===== src/rtl/clkdiv_pkg.sv =====
package clkdiv_pkg;

  // Field widths of the control word
  localparam int CNT_W  = 6;
  localparam int WORD_W = 3 + 2 * CNT_W;
  localparam int HOLD_BIT = WORD_W - 1;

  // Decoded control word, MSB first: hold, pass, half_edge, hi, lo
  typedef struct packed {
    logic             hold;
    logic             pass;
    logic             half_edge;
    logic [CNT_W-1:0] hi_cnt;
    logic [CNT_W-1:0] lo_cnt;
  } div_word_t;

  localparam div_word_t RESET_WORD = '{hold: 1'b0, pass: 1'b1, half_edge: 1'b0,
                                      hi_cnt: '0, lo_cnt: '0};

  // A zero count acts as one
  function automatic logic [CNT_W-1:0] eff_cnt(input logic [CNT_W-1:0] c);
    return (c == '0) ? CNT_W'(1) : c;
  endfunction

endpackage


===== src/rtl/div_word_stage.sv =====
module div_word_stage
  import clkdiv_pkg::*;
#(
  parameter int DATA_W = 32
) (
  input  logic              clk,
  input  logic              rst,
  input  logic              wr_en,
  input  logic [DATA_W-1:0] wr_data,
  output logic              apply_stb,
  output div_word_t         apply_word
);

  div_word_t in_word;
  logic      commit;

  assign in_word = div_word_t'(wr_data[WORD_W-1:0]);
  assign commit  = wr_en && !in_word.hold;

  always_ff @(posedge clk) begin
    if (rst) begin
      apply_stb  <= 1'b0;
      apply_word <= RESET_WORD;
    end else begin
      apply_stb <= commit;
      if (commit) apply_word <= in_word;
    end
  end

endmodule


===== src/rtl/lock_timer.sv =====
module lock_timer #(
  parameter int LOCK_CYCLES = 16
) (
  input  logic clk,
  input  logic rst,
  input  logic restart,
  output logic locked
);

  localparam int TW = $clog2(LOCK_CYCLES + 1);

  logic [TW-1:0] remain_q;

  always_ff @(posedge clk) begin
    if (rst) begin
      remain_q <= '0;
      locked   <= 1'b1;
    end else if (restart) begin
      remain_q <= TW'(LOCK_CYCLES);
      locked   <= 1'b0;
    end else if (remain_q != '0) begin
      remain_q <= remain_q - 1'b1;
      if (remain_q == TW'(1)) locked <= 1'b1;
    end
  end

endmodule


===== src/rtl/phase_gen.sv =====
module phase_gen
  import clkdiv_pkg::*;
(
  input  logic      clk,
  input  logic      rst,
  input  logic      req,
  input  div_word_t req_word,
  output logic      wrap,
  output div_word_t act_word,
  output logic      clk_out
);

  localparam int PW = CNT_W + 1;

  div_word_t     pend_word;
  logic          pend_v;
  logic [PW-1:0] cnt_q;
  logic [PW-1:0] cnt_nx;
  logic [PW-1:0] total;
  logic [PW-1:0] nx_hi;
  div_word_t     nx_word;
  logic          q_pos;
  logic          q_neg;
  logic          q_nx;

  always_comb begin
    total   = PW'(eff_cnt(act_word.hi_cnt)) + PW'(eff_cnt(act_word.lo_cnt));
    wrap    = act_word.pass || (cnt_q == total - 1'b1);
    nx_word = (wrap && pend_v) ? pend_word : act_word;
    cnt_nx  = wrap ? '0 : cnt_q + 1'b1;
    nx_hi   = PW'(eff_cnt(nx_word.hi_cnt));
    q_nx    = !nx_word.pass && (cnt_nx < nx_hi);
  end

  always_ff @(posedge clk) begin
    if (rst) begin
      act_word  <= RESET_WORD;
      pend_word <= RESET_WORD;
      pend_v    <= 1'b0;
      cnt_q     <= '0;
      q_pos     <= 1'b0;
    end else begin
      act_word <= nx_word;
      cnt_q    <= cnt_nx;
      q_pos    <= q_nx;
      if (req) begin
        pend_word <= req_word;
        pend_v    <= 1'b1;
      end else if (wrap) begin
        pend_v <= 1'b0;
      end
    end
  end

  // Half-cycle delayed copy for the balanced odd-ratio mode
  always_ff @(negedge clk) begin
    if (rst) q_neg <= 1'b0;
    else     q_neg <= q_pos;
  end

  always_comb begin
    if (act_word.pass)           clk_out = clk;
    else if (act_word.half_edge) clk_out = q_pos | q_neg;
    else                         clk_out = q_pos;
  end

endmodule


===== src/rtl/ratio_clk_div.sv =====
module ratio_clk_div
  import clkdiv_pkg::*;
#(
  parameter int LOCK_CYCLES = 16,
  parameter int DATA_W      = 32
) (
  input  logic              clk,
  input  logic              rst,
  input  logic              wr_en,
  input  logic [DATA_W-1:0] wr_data,
  output logic [DATA_W-1:0] status_word,
  output logic              clk_out
);

  logic      apply_stb;
  div_word_t apply_word;
  logic      wrap_stb;
  div_word_t act_word;
  logic      lock_flag;

  div_word_stage #(.DATA_W(DATA_W)) u_stage (
    .clk       (clk),
    .rst       (rst),
    .wr_en     (wr_en),
    .wr_data   (wr_data),
    .apply_stb (apply_stb),
    .apply_word(apply_word)
  );

  lock_timer #(.LOCK_CYCLES(LOCK_CYCLES)) u_lock (
    .clk    (clk),
    .rst    (rst),
    .restart(apply_stb),
    .locked (lock_flag)
  );

  phase_gen u_phase (
    .clk     (clk),
    .rst     (rst),
    .req     (apply_stb),
    .req_word(apply_word),
    .wrap    (wrap_stb),
    .act_word(act_word),
    .clk_out (clk_out)
  );

  assign status_word = {{(DATA_W-1){1'b0}}, lock_flag};

endmodule


===== config.mk =====
export PLATFORM = sky130hd
export DESIGN_NAME = ratio_clk_div
export DESIGN_NICKNAME = d
export VERILOG_FILES = /design/src/rtl/clkdiv_pkg.sv /design/src/rtl/div_word_stage.sv /design/src/rtl/lock_timer.sv /design/src/rtl/phase_gen.sv /design/src/rtl/ratio_clk_div.sv
export SDC_FILE = /design/constraint.sdc
export NUM_CORES = 1
export LEC_CHECK = 0
export BUFFER_PORTS_ARGS = -buffer_cell sky130_fd_sc_hd__buf_2
export CORE_ASPECT_RATIO = 0.9
export CORE_MARGIN = 4
export CORE_UTILIZATION = 55
export DETAILED_ROUTE_END_ITERATION = 10
export PLACE_DENSITY = 0.8
export SYNTH_ARGS = -nofsm -noshare
export SYNTH_HDL_FRONTEND = slang
export SYNTH_HIERARCHICAL = 1
export SYNTH_SLANG_ARGS = --single-unit
export TNS_END_PERCENT = 50

===== constraint.sdc =====
create_clock -name clk -period 4.4 [get_ports clk]
set_input_delay 0.88 -clock clk [delete_from_list [all_inputs] [get_ports clk]]
set_output_delay 0.88 -clock clk [all_outputs]
set_load 0.03 [all_outputs]

# Word level (Yosys, flattened, before mapping)

Index checks and enable logic that the tools add are counted.
Widths: inputs -> output; s select.

Bits in registers: 59
Bits in latches: 0
Memory bits (writable): 0
Memory bits (read-only): 0
Output and inout bits: 33
Word-level logic and storage cells: 57
Memories: 0

Add/subtract/negate cells: 4
Multipliers: 0
Div/mod/pow operators: 0
Order comparisons: 1
Equality and inequality tests: 2
Shift-type cells: 0
Multiplexer cells: 14
Bitwise logic cells: 1
Reduce and logical (&&, ||, !) cells: 15

Operators by type and width:

| operator            | number |
|---|---|
| $logic_not 6->1     | 3 |
| $mux 6              | 3 |
| $mux 14             | 1 |
| $mux 5              | 2 |
| $add 6x6->7         | 1 |
| $add 7x1->7 const B | 1 |
| $eq 7x7->1          | 1 |
| $lt 7x6->1          | 1 |
| $mux 1              | 7 |
| $mux 7              | 1 |
| $sub 7x1->7 const B | 1 |
| $reduce_bool 2->1   | 3 |
| $eq 5x1->1 const B  | 1 |
| $reduce_bool 5->1   | 1 |
| $sub 5x1->5 const B | 1 |
| $logic_and 1x1->1   | 3 |
| $logic_not 1->1     | 2 |
| $reduce_and 2->1    | 1 |
| $reduce_or 2->1     | 1 |
| $logic_or 1x1->1    | 1 |
| $or 1x1->1          | 1 |

# Depth between registers and ports, before layout

Gate-level depths: netlist of run 1.

Depth after elaboration: 12
Gate-level depth with buffers: 21
Mapped depth without buffers: 20

# By module

The synthesis of run 1 kept the hierarchy.

By module, submodules not included:

| module         | instances | cells an instance | area each (µm²) | seq. area each (µm²) |
|---|---|---|---|---|
| phase_gen      | 1         | 224               | 2053.2          | 800.8 |
| div_word_stage | 1         | 67                | 700.7           | 320.3 |
| lock_timer     | 1         | 28                | 296.5           | 120.1 |
| ratio_clk_div  | 1         | 33                | 244.0           | 0.0 |

==> results.md, run 1 <==
* Final WL at 5550 um
* Max stage delay on crit path at 0.45 ns
* Most used cell, CP: ha_1
* IO Port Bufs at 19
* Cts hold-fix bufs at 0
* Pin count of the biggest net entering global routing at 72
* Vias in the first global route at 2,118
* Achievable clock frequency at 235 MHz
* First-pass GRT wire length at 9350 um
* Die X-Extent at 88.3 um
* DRT Pass-1 Iters at 4
* CTS tree: built
* WHS at 0.468 ns
* R2r startpoint: u_phase/act_word[7]$_SDFF_PP0_
* Static Leak at 1.49 nW
* Warnings from Yosys at 6
* Fraction of layout cells with a size suffix above 1 at 0.151
* Clock Latency Late Sink at 0.37 ns
* CP startpoint: u_phase/act_word[7]$_SDFF_PP0_
* GRT Total Usage at 0.168
* Post-DP HPWL at 3900 um
* Slowest-stage cell, CP: fa_1
* CTS buffer count at 9
* Initial core utilization at 0.564
* Worst hold path type: reg -> reg
* Worst Setup End Kind: flip-flop
* Startpoint Class: flip-flop
* Final hold violations at 0
* Worst slew pin tran at 1.03 ns
* Nets at 422
* Via density at 5.00
* Pre-CTS setup slack at 0.224 ns
* Final Core Density at 0.622
* Post-DP Area at 3210 um2
* Clk buf depth at 2
* Diode count at 0
* Final Cell Area at 3520 um2
* Min cycle time layout at 4.25 ns
* Top Ports at 68
* Remaining DRCs at 0
* Starting DRT DRC Count at 111
* Antenna violations before repair at 0
* Clk slew on worst S/H paths at 0.06 ns
* Peak VDD IR at 0.000347 V
* Grt total ovfl at 0
* Crit Path Category: reg -> reg
* Worst Hold Launch: u_stage/apply_word[0]$_SDFFE_PP0P_
* CP required at 4.63 ns
* Max-cap violations at 0
* Placer Congestion at 0.791
* Final count of negative-setup-slack endpoints at 0
* Core Area at 5660 um2
* CTS H-tree lvls at 3
* WP data arrival at 4.49 ns
* Fillcell total at 480
* Area Overhead vs Synth at 10.3%
* Post-DR wirelength/cell at 12.5 um
* Worst Skew at 0.0388 ns
* Syn Inst Count at 344
* Final ANT Viol Nets at 0
* Die Span Y at 80.3 um
* Root Buffer: clkbuf_8
* Period utilization at 0.966
* Setup TNS at 0 ns
* Synthesized area at 3190 um2
* Cells along the critical path: nor4_1 -> a21oi_1 -> ha_1 -> inv_1 -> ha_1 -> inv_1 -> fa_1 -> xnor2_1 -> nor3_1 -> nand4_1 -> a211oi_4 -> buf_4 -> o21ai_4 -> mux2i_2 -> ha_1 -> a21o_1 -> a21o_1 -> a21oi_1 -> o31ai_2 -> a2111oi_4
* Run status: finished clean
* Power Dens Cells at 378 nW/um2
* Setup ws final at 0.148 ns
* Critical Path Fanout Max at 6
* Die area at 7090 um2
* Max Transition Viols Final at 0
* Row Count at 26
* Mapped Avg Cell Area at 9.29 um2
* Rel. slew slack at 0.311
* Via count at 2,211
-- where the power goes --
part           internal (mW)  switching [mW]
registers              0.560          0.0287
logic                 0.0899           0.116
clock network          0.317           0.219
total                  0.967           0.363
-- metal layers --
metal,vias to the layer above,GRT usage,share of wire
li1,1154,-,-
met2,46,0.265,0.47
met5,-,0,0
met3,6,0.0533,0.048
met4,0,0.0559,0.011
met1,1005,0.216,0.47
-- cell usage in the layout, fill, tap and decap left out, drive strengths merged, types with 2 or more instances in the layout --
master / n
inv: 31
and3: 2
nor2: 39
o21bai: 3
nor2b: 5
bufinv: 2
a211o: 2
a21oi: 8
buf: 27
nand2: 2
nand4bb: 13
nand3: 4
mux2i: 30
nor4: 3
nor3: 13
clkbuf: 14
dfxtp: 59
xor2: 5
nand2b: 13
o21ai: 15
ha: 19
xnor2: 11
a21o: 3
a211oi: 3
o31ai: 2
conb: 31
-- critical path: cells and delay by family, from the launching register on --
kind	cells	cell delay, ns
AO/OA/AOI/OAI	8	1.32
XOR/XNOR	1	0.15
adder cells (fa/ha/maj)	4	1.12
buffers and inverters	3	0.30
flip-flops	1	0.34
multiplexers	1	0.25
AND/OR/NAND/NOR	3	0.68
-- state kept, by name, summed over array words and instances, names as in the netlist --
| signal | count |
|---|---|
| u_lock/locked | 1 |
| u_lock/remain_q | 5 |
| u_phase/act_word | 14 |
| u_phase/cnt_q | 7 |
| u_phase/pend_v | 1 |
| u_phase/pend_word | 14 |
| u_phase/q_neg | 1 |
| u_phase/q_pos | 1 |
| u_stage/apply_stb | 1 |
| u_stage/apply_word | 14 |
-- path summary, 6_finish.rpt --
kind / endpoint / slack, ns / cells after the start
hold reg to reg: u_stage/apply_word[0]$_SDFFE_PP0P_ / 0.47 / 2
setup reg to reg: u_phase/q_pos$_SDFF_PP0_ / 0.15 / 20
hold / removal: u_stage/apply_word[0]$_SDFFE_PP0P_ / 0.47 / 2
setup / recovery: u_phase/q_pos$_SDFF_PP0_ / 0.15 / 20
-- timing repair --
item                       CTS  global route
setup endpoints to repair    0             1
buffers inserted             0             4
resized for setup            0            14
-- through the flow --
step | power [mW] | cells
after floorplan | 0.812 | 374
after global placement | 0.824 | 421
after detailed placement | 0.835 | 421
after CTS | 1.33 | 438
after global routing | 1.40 | 442
final | 1.33 | 442
-- final cells by class --
class	count	area (um2)	share of cell area
multi-input combinational	239	1780	0.505
sequential	59	1180	0.335
clock buffer	15	158	0.0447
timing repair buffer	26	154	0.0437
inverter	29	109	0.0309
tap	70	87.6	0.0249
clock inverter	4	55.1	0.0156
Note: power is estimated with default switching activity, not from simulation.
==> inputs of run 2 (changes only) <==
BUFFER_PORTS_ARGS = default   (was -buffer_cell sky130_fd_sc_hd__buf_2)
CORE_UTILIZATION = 60   (was 55)
DONT_BUFFER_PORTS = 1   (was default)
PLACE_DENSITY = 0.76   (was 0.8)
==> run 2 against run 1 <==
  * Register-to-register slack improved by 0.06 ns
  * Via count did not move
  * Highest routed layer unchanged
  * Count of clock-buffer cells in the layout fell by 4
  * Critical endpoint is now clk_out
==> results.md, run 2 (synthesis results as in run 1) <==
* Fillcell total at 396 (-18%)
* Worst Setup End Kind: output port
* Worst Skew at 0.0482 ns (+0.00941 ns)
* Nets at 401 (-5.0%)
* Final Core Density at 0.690 (+0.0671)
* Final hold violations at 0 (unchanged)
* Antenna violations before repair at 0 (unchanged)
* Hold endpoint: u_stage/apply_word[10]$_SDFFE_PP0P_
* FF+latch area at 1180 um2 (unchanged)
* IO Port Bufs at 0 (-19)
* Final count of negative-setup-slack endpoints at 0 (unchanged)
* Max Transition Viols Final at 0 (unchanged)
* Pin count of the biggest net entering global routing at 73 (+1.4%)
* Clk buf depth at 2 (unchanged)
* Worst Hold Launch: u_stage/apply_word[10]$_SDFFE_PP0P_
* Cts hold-fix bufs at 0 (unchanged)
* Clock Latency Late Sink at 0.38 ns (about the same)
* Post-DP HPWL at 4000 um (+2.5%)
* Static Leak at 1.44 nW (-3.6%)
* Initial core utilization at 0.641 (+0.0765)
* Clk slew on worst S/H paths at 0.07 ns (about the same)
* Via density at 5.31 (+6.2%)
* Top Ports at 68 (unchanged)
* Achievable clock frequency at 239 MHz (+1.5%)
* Busiest layer in global routing: met2
* Min cycle time layout at 4.22 ns (-0.0292 ns)
* Vias in the first global route at 2,200 (+3.9%)
* Commonest cells after routing, fill and taps aside: dfxtp_1 (59), nor2_1 (38), conb_1 (31)
* Rel. slew slack at 0.283 (-0.0277)
* Power Dens Cells at 417 nW/um2 (+10%)
* FF-to-FF path depth at 17 (-15%)
* Max-cap violations at 0 (unchanged)
* Flop2flop setup slack at 0.21 ns (+0.06 ns)
* Startpoint Class: flip-flop
* Fraction of layout cells with a size suffix above 1 at 0.111 (-0.0394)
* Worst slew pin tran at 1.07 ns (+0.0414 ns)
* Remaining DRCs at 0 (unchanged)
* Starting DRT DRC Count at 61 (-45%)
* Core Area at 4980 um2 (-12%)
* Met1 Use GR at 0.220 (+0.00362)
* CTS tree: built
* Worst hold path type: reg -> reg
* Final WL at 5750 um (+3.7%)
* Crit Path Category: reg -> out
* CP required at 3.52 ns (-1.11 ns)
* Area Overhead vs Synth at 7.60%
* Period utilization at 0.960 (-0.00663)
* Run status: finished clean
* GR Layer Usage met3 at 0.0707 (+0.0174)
* Row Count at 24 (-7.7%)
* WP data arrival at 3.34 ns (-1.15 ns)
* Area occupied by multi-input gates at 1760 um2 (-1.3%)
* Root Buffer: clkbuf_8
* Die area at 6560 um2 (-7.6%)
* First-pass GRT wire length at 9580 um (+2.4%)
* Via count at 2,211 (unchanged)
* GRT Total Usage at 0.181 (+0.0128)
* Die X-Extent at 84.9 um (-3.9%)
* Commonest non-fill, non-tap cell in the layout: dfxtp_1
* CTS buffer count at 9 (unchanged)
* Hold Path Cell Cnt at 2 (unchanged)
* Grt total ovfl at 0 (unchanged)
* R2r endpoint: u_phase/q_pos$_SDFF_PP0_
* Met2 usage at 0.299 (+0.0343)
* Critical Path Fanout Max at 1 (-5)
* Peak VDD IR at 0.000305 V (-12%)
* CTS H-tree lvls at 3 (unchanged)
* Placer Congestion at 0.819 (+3.5%)
* DRT Pass-1 Iters at 4 (unchanged)
* Biggest regs: u_phase/act_word x14, u_phase/pend_word x14, u_stage/apply_word x14
* Post-DR wirelength/cell at 13.8 um (+10%)
* Diode count at 0 (unchanged)
* Final ANT Viol Nets at 0 (unchanged)
* Power, Total at 1.43 mW (+7.7%)
* Die Span Y at 77.2 um (-3.8%)
* R2r startpoint: u_phase/act_word[8]$_SDFF_PP0_
[run 2: cell types whose count changed in the layout (fill, tap and decap cells not counted), sizes merged]
cell	delta
buf	-21
clkbuf	-3
bufinv	+1
clkinv	+1
clkinvlp	+1
[run 2: how the worst max path moves through the flow]
stage	cells past startpoint	from	slack, ns	to
floorplan	21	u_phase/act_word[7]$_SDFF_PP0_	0.46	u_phase/q_pos$_SDFF_PP0_
finish	2	u_phase/q_neg$_SDFF_NP0_	0.18	clk_out
CTS	2	u_phase/q_neg$_SDFF_NP0_	0.02	clk_out
detailed placement	19	u_phase/act_word[7]$_SDFF_PP0_	0.15	u_phase/q_pos$_SDFF_PP0_
global route	17	u_phase/act_word[8]$_SDFF_PP0_	-0.05	u_phase/q_pos$_SDFF_PP0_
global placement	19	u_phase/act_word[7]$_SDFF_PP0_	0.20	u_phase/q_pos$_SDFF_PP0_
[run 2: stage by stage]
step                cell area [um2]  instances  hold slack, ns  setup slack [ns]  setup TNS, ns
finish                         3440        416           0.469             0.177              0
global route                   3440        416           0.500           -0.0532        -0.0532
CTS                            3370        413           0.479            0.0185              0
detailed placement             3110        396           0.465             0.154              0
global placement               3110        396           0.457             0.204              0
floorplan                      3310        374           0.440             0.464              0
[run 2: power by group]
part           switching (mW)  internal, mW  total, mW
combinational          0.0975        0.0811      0.179
clock                   0.246         0.419      0.665
sequential             0.0296         0.560      0.590
[run 2: cell type report]
type                    count  area share
multi-input cells         239       0.511
flip-flops and latches     59       0.344
clock buffers              11      0.0444
clock inverters             7      0.0324
inverters                  29      0.0317
well taps                  65      0.0237
repair buffers              6      0.0131
[run 2: repair_timing]
item	in CTS	in global routing
setup buffers	0	3
gates resized for setup	0	12
setup endpoints to repair	0	2
[run 2: worst max-delay path, cell delays in order (launching register included)]
cell      delay, ns
dfxtp_1        0.30
a211oi_1       0.31
a21oi_2        0.15
[run 2: per-layer routing]
layer | share of wire | up-vias
met5 | 0 | -
met4 | 0.0092 | 0
met3 | 0.062 | 9
met2 | 0.48 | 61
met1 | 0.45 | 1035
li1 | - | 1106
